==> config.mk <==
export PLATFORM = sky130hd
export DESIGN_NAME = bootldr_top
export DESIGN_NICKNAME = d
export VERILOG_FILES = /design/src/rtl/bootldr_pkg.sv /design/src/rtl/boot_mode_latch.sv /design/src/rtl/byte_word_packer.sv /design/src/rtl/prog_write_port.sv /design/src/rtl/bootldr_top.sv
export SDC_FILE = /design/constraint.sdc
export NUM_CORES = 1
export LEC_CHECK = 0
export ABC_AREA = 1
export BUFFER_PORTS_ARGS = -buffer_cell sky130_fd_sc_hd__buf_2
export CORE_MARGIN = 3
export CORE_UTILIZATION = 50
export DETAILED_ROUTE_END_ITERATION = 10
export GPL_TIMING_DRIVEN = 0
export PLACE_DENSITY_LB_ADDON = 0.15
export SLEW_MARGIN = 10
export SYNTH_ARGS = -nofsm -noshare
export SYNTH_HDL_FRONTEND = slang
export SYNTH_SLANG_ARGS = --single-unit
==> constraint.sdc <==
create_clock -name clk -period 2.7 [get_ports clk]
set_input_delay 0.54 -clock clk [delete_from_list [all_inputs] [get_ports clk]]
set_output_delay 0.54 -clock clk [all_outputs]
set_load 0.02 [all_outputs]
==> src/rtl/bootldr_pkg.sv <==
package bootldr_pkg;

    typedef enum logic [2:0] {
        ST_SAMPLE,
        ST_COUNT,
        ST_ADDR,
        ST_DATA,
        ST_JUMP,
        ST_DONE,
        ST_RUN
    } ldr_state_t;

    // Mode codes that start a load: 9, 10, 12..15
    function automatic logic is_load_mode(input logic [3:0] m);
        return (m == 4'd9) || (m == 4'd10) || (m >= 4'd12);
    endfunction

    // Mode codes in which the host stop flag is honoured: 12..15
    function automatic logic is_host_mode(input logic [3:0] m);
        return (m >= 4'd12);
    endfunction

endpackage

==> src/rtl/boot_mode_latch.sv <==
module boot_mode_latch #(
    parameter int MODE_W = 4
) (
    input  logic              clk,
    input  logic              rst_n,
    input  logic              sample,
    input  logic [MODE_W-1:0] mode_pins,
    output logic [MODE_W-1:0] mode_q
);

    always_ff @(posedge clk or negedge rst_n) begin
        if (!rst_n)
            mode_q <= '0;
        else if (sample)
            mode_q <= mode_pins;
    end

endmodule

==> src/rtl/byte_word_packer.sv <==
module byte_word_packer #(
    parameter int BYTE_W = 8,
    parameter int WORD_W = 24
) (
    input  logic              clk,
    input  logic              rst_n,
    input  logic              take,
    input  logic [BYTE_W-1:0] byte_in,
    output logic              word_done,
    output logic [WORD_W-1:0] word_out
);

    localparam int NB     = WORD_W / BYTE_W;
    localparam int IDX_W  = (NB > 1) ? $clog2(NB) : 1;
    localparam int HOLD_W = WORD_W - BYTE_W;

    logic [IDX_W-1:0]  idx_q;
    logic [HOLD_W-1:0] hold_q;
    logic              last_lane;

    assign last_lane = (idx_q == IDX_W'(NB - 1));
    assign word_done = take && last_lane;
    assign word_out  = {byte_in, hold_q};

    always_ff @(posedge clk or negedge rst_n) begin
        if (!rst_n)
            idx_q <= '0;
        else if (take)
            idx_q <= last_lane ? '0 : idx_q + 1'b1;
    end

    // one lane register per non-final byte position
    for (genvar g = 0; g < NB - 1; g++) begin : g_lane
        always_ff @(posedge clk or negedge rst_n) begin
            if (!rst_n)
                hold_q[g*BYTE_W +: BYTE_W] <= '0;
            else if (take && idx_q == IDX_W'(g))
                hold_q[g*BYTE_W +: BYTE_W] <= byte_in;
        end
    end

endmodule

==> src/rtl/prog_write_port.sv <==
module prog_write_port #(
    parameter int ADDR_W = 24,
    parameter int WORD_W = 24
) (
    input  logic              clk,
    input  logic              rst_n,
    input  logic              load_base,
    input  logic [ADDR_W-1:0] base_addr,
    input  logic              word_valid,
    input  logic [WORD_W-1:0] word,
    output logic              mem_we,
    output logic [ADDR_W-1:0] mem_addr,
    output logic [WORD_W-1:0] mem_wdata
);

    logic [ADDR_W-1:0] next_addr_q;

    always_ff @(posedge clk or negedge rst_n) begin
        if (!rst_n) begin
            next_addr_q <= '0;
            mem_we      <= 1'b0;
            mem_addr    <= '0;
            mem_wdata   <= '0;
        end else begin
            mem_we <= word_valid;
            if (load_base)
                next_addr_q <= base_addr;
            else if (word_valid) begin
                mem_addr    <= next_addr_q;
                mem_wdata   <= word;
                next_addr_q <= next_addr_q + 1'b1;
            end
        end
    end

endmodule

==> src/rtl/bootldr_top.sv <==
module bootldr_top
    import bootldr_pkg::*;
#(
    parameter int BYTE_W = 8,
    parameter int WORD_W = 24,
    parameter int MODE_W = 4
) (
    input  logic              clk,
    input  logic              rst_n,
    input  logic [MODE_W-1:0] mode_pins,
    input  logic              host_stop,
    input  logic [BYTE_W-1:0] byte_data,
    input  logic              byte_valid,
    output logic              byte_ready,
    output logic              mem_we,
    output logic [WORD_W-1:0] mem_addr,
    output logic [WORD_W-1:0] mem_wdata,
    output logic              jump_strobe,
    output logic [WORD_W-1:0] jump_addr,
    output logic [MODE_W-1:0] op_mode,
    output logic              load_active,
    output logic              cpu_run
);

    ldr_state_t        st_q, st_d;
    logic              take, word_done, stop_now, sample;
    logic [WORD_W-1:0] word;
    logic [WORD_W-1:0] count_q, start_q, remain_q;

    assign sample   = (st_q == ST_SAMPLE);
    assign stop_now = (st_q == ST_DATA) && host_stop && is_host_mode(4'(op_mode));
    assign take     = byte_valid && byte_ready;

    boot_mode_latch #(.MODE_W(MODE_W)) u_mode (
        .clk      (clk),
        .rst_n    (rst_n),
        .sample   (sample),
        .mode_pins(mode_pins),
        .mode_q   (op_mode)
    );

    byte_word_packer #(.BYTE_W(BYTE_W), .WORD_W(WORD_W)) u_pack (
        .clk      (clk),
        .rst_n    (rst_n),
        .take     (take),
        .byte_in  (byte_data),
        .word_done(word_done),
        .word_out (word)
    );

    prog_write_port #(.ADDR_W(WORD_W), .WORD_W(WORD_W)) u_wr (
        .clk       (clk),
        .rst_n     (rst_n),
        .load_base (st_q == ST_ADDR && word_done),
        .base_addr (word),
        .word_valid(st_q == ST_DATA && word_done),
        .word      (word),
        .mem_we    (mem_we),
        .mem_addr  (mem_addr),
        .mem_wdata (mem_wdata)
    );

    // state register
    always_ff @(posedge clk or negedge rst_n) begin
        if (!rst_n)
            st_q <= ST_SAMPLE;
        else
            st_q <= st_d;
    end

    // header fields and remaining-word counter
    always_ff @(posedge clk or negedge rst_n) begin
        if (!rst_n) begin
            count_q  <= '0;
            start_q  <= '0;
            remain_q <= '0;
        end else begin
            if (st_q == ST_COUNT && word_done)
                count_q <= word;
            if (st_q == ST_ADDR && word_done) begin
                start_q  <= word;
                remain_q <= count_q;
            end
            if (st_q == ST_DATA && word_done)
                remain_q <= remain_q - 1'b1;
        end
    end

    // next state
    always_comb begin
        st_d = st_q;
        unique case (st_q)
            ST_SAMPLE: st_d = is_load_mode(4'(mode_pins)) ? ST_COUNT : ST_RUN;
            ST_COUNT:  if (word_done) st_d = ST_ADDR;
            ST_ADDR:   if (word_done) st_d = (count_q == '0) ? ST_JUMP : ST_DATA;
            ST_DATA: begin
                if (stop_now)
                    st_d = ST_JUMP;
                else if (word_done && remain_q == WORD_W'(1))
                    st_d = ST_JUMP;
            end
            ST_JUMP:   st_d = ST_DONE;
            ST_DONE:   st_d = ST_DONE;
            ST_RUN:    st_d = ST_RUN;
            default:   st_d = ST_SAMPLE;
        endcase
    end

    // outputs
    always_comb begin
        byte_ready  = 1'b0;
        jump_strobe = 1'b0;
        load_active = 1'b0;
        cpu_run     = 1'b0;
        unique case (st_q)
            ST_SAMPLE: ;
            ST_COUNT, ST_ADDR: begin
                byte_ready  = 1'b1;
                load_active = 1'b1;
            end
            ST_DATA: begin
                byte_ready  = !stop_now;
                load_active = 1'b1;
            end
            ST_JUMP: begin
                jump_strobe = 1'b1;
                load_active = 1'b1;
            end
            ST_DONE, ST_RUN: cpu_run = 1'b1;
            default: ;
        endcase
    end

    assign jump_addr = start_q;

endmodule

==> impl_metrics.toml <==
[run_status]
status = "finished, final reports clean"

[placed_design]
gp_congestion = 0.929
dp_cells = 1373
hpwl_mm = 17.1
numPortBuffers = 96

[synthesis]
yosys.area.top_type = "dfrtp_1"
yosys_register_bits = 170
ys_seq_area_share_pct = 51.9
yosys_warnings = 0
synthTopCellsByArea = "dfrtp_1, nand2_1, nand3_1"
async_flop_share_pct = 100
postSynthAreaPerCell_sq_um = 7.74
synth_top_family_by_area = "simple AND/OR/NAND/NOR gates"
yosys_most_used_dff = "dfrtp_1"
post_synth_fa_ha_maj_area_fraction_pct = 0.458
synthSimpleGateAreaFrac_pct = 34.6
syn_inst = 1060
yosysMostFrequentCell = "nand2_1"
synth_edf_count = 0
synth.distinct_cells = 31
synthesis.nets = 1079
synth.area.mux_share_pct = 0
synth_xor_area_share_pct = 1.92
netlist_area_sq_um = 8200
synth_compound_area_share_pct = 4.45
netlist_top_cells_count = "nand2_1, dfrtp_1, nand3_1"
netlist.area_leader.share_pct = 51.9

[timing]
timing.setup.tns_ps = 0
finalCritPeriodShare_pct = 84.6
hold_violations = 0
slew_violations = 0
rsz0062_at_grt = "false"
max_freq_mhz = 438
setup_viol = 0
finalWorstPathRequiredPeriod_ps = 2280
maxSlewHeadroom_pct = 54.5
tightestPinTransition_ps = 683
timing.hold.ws_ps = 124
fin_skew_ps = 11.4

[die]
die_y_um = 134
io_pins = 97
rows = 46
start_util_pct = 51.4
die_area_sq_um = 18000
core_sq_um = 15900
die_w_um = 134

[clock_tree]
post_cts_buffers = 0
path_clk_slew_ps = 70
insertion_delay_ps = 440
clock_sinks = 170
numCtsBuffers = 17
cts_max_path_buffers = 2
hold_buffers = 0
clockRootBuffer = "clkbuf_16"
cts_tree = "yes"
h-tree-depth = 4
ctsResizeCount = 0

[worst_setup_path]
r2r_start = "st_q[0]"
crit_path_max_fanout = 7
worstPathRequired_ps = 2160
worstPathArrival_ps = 1740
r2r_slack_ps = 740
reg2reg_depth = 8
cp-start-kind = "register"
cp_cell_sequence = "inv_1 > nand3_1 > nand2_1 > or3_1 > buf_2"
crit_family = "simple AND/OR/NAND/NOR gates"
crit_buf_inv = 2
crit_slowest_cell = "dfrtp_1"
crit_path_end_kind = "output port"
r2r_end = "remain_q[5]"
critPathKind = "register to output port"
worst_path_largest_cell_delay_ps = 460

[worst_hold_path]
holdCritPathClass = "input pin to async pin"

[power_and_ir_drop]
p_switching_uw = 4020
p_leak_uw = 0.00518
p_sw_share_pct = 41.6
clockPowerShare_pct = 24.9
p_int_uw = 5640
p_per_area_nw_per_um2 = 1010
ir_drop_mv = 0.555
seqPwrFrac_pct = 42.9
pwr-share-comb_pct = 32.2

[route]
wirelength_mm = 23.5
via_count = 7429
wl_per_cell_um = 16.8
drc = 0
antenna_left = 0
drtPass1Iterations = 5
drt-initial-drc-count = 714
vias_per_cell = 5.29

[layout]
num-fill-cells = 1502
area_growth_pct = 16.6
fin_cells = 1405
diodes = 0
layout-drive-gt1-share_pct = 14.9
fin_nets = 1195

[global_routing]
grt_use_total_pct = 26.7
overflow = 0
antenna_found_initial = 0
grt_max_degree = 90
grt_pass1_vias = 6926
grt_pass1_wl_mm = 37.3

[flow_run]
cap_violations = 0
-- flip-flops by register name (all words and copies together) (netlist names) --
register / flops
count_q: 24
jump_addr: 24
remain_q: 24
u_wr.mem_addr: 24
u_wr.mem_wdata: 24
u_wr.next_addr_q: 24
u_pack.word_out: 16
u_mode.mode_q: 4
st_q: 3
u_pack.idx_q: 2
u_wr.mem_we: 1
-- power groups by stage --
stage / clock (uW) / combinational (uW) / sequential (uW)
after CTS: 2430 / 3120 / 4130
final: 2400 / 3110 / 4150
after global routing: 2530 / 3530 / 4230
after detailed placement: 0 / 3090 / 4160
after floorplan: 0 / 1980 / 4200
after global placement: 0 / 3030 / 4150
-- metrics by stage --
| stage | power [uW] | worst slack [ps] | utilization (%) | cell area, sq um |
|---|---|---|---|---|
| after floorplan | 6180 | 983 | - | 8200 |
| after global placement | 7180 | -1640 | 56.2 | 8950 |
| after detailed placement | 7260 | 756 | 56.4 | 8990 |
| after CTS | 9680 | 396 | 60.0 | 9560 |
| after global routing | 10300 | 279 | 60.0 | 9560 |
| final | 9660 | 416 | 60.0 | 9560 |
-- kinds of logic after synthesis --
kind of cell,after synthesis
adders and majority gates,3
xor gates and xnor gates,18
DFF,170
buffers and inverters,121
and+or+nand+nor,675
AOI/OAI and AO/OA,73
-- per-layer routing --
metal | routed length, um | track usage (%)
met3 | 1520 | 4.76
met5 | 0 | 0
met2 | 10500 | 40.3
met1 | 11200 | 40.0
met4 | 388 | 7.52
-- cell type report --
class | count | area [sq um] | share of cell area (%)
buffer | 39 | 245 | 2.56
tap | 216 | 270 | 2.83
clock inverter | 15 | 149 | 1.56
multi-input combinational | 769 | 3390 | 35.5
timing repair buffer | 97 | 518 | 5.42
inverter | 82 | 308 | 3.22
sequential | 170 | 4250 | 44.5
clock buffer | 17 | 425 | 4.45
-- how the worst max path moves through the flow --
stage,from,to,cells past startpoint
after floorplan,st_q[1],load_active,5
after global placement,rst_n,u_wr.mem_wdata[10],1
after detailed placement,st_q[0],remain_q[13],8
after CTS,st_q[0],load_active,5
after global routing,st_q[1],load_active,6
final,st_q[0],load_active,5
-- cells in the final DEF, fill, tap and decap left out, types with 7 or more instances in the layout --
cell type and n:
o21ai_0 28, dfrtp_1 170, o21ai_1 45, xor2_1 10, clkbuf_16 17, xnor2_1 8, nand3_1 114, buf_4 11
nand2_1 420, clkbuf_1 7, nand4_1 18, nor2_1 99, inv_1 80, buf_2 111
Note: power is estimated with default switching activity, not from simulation.
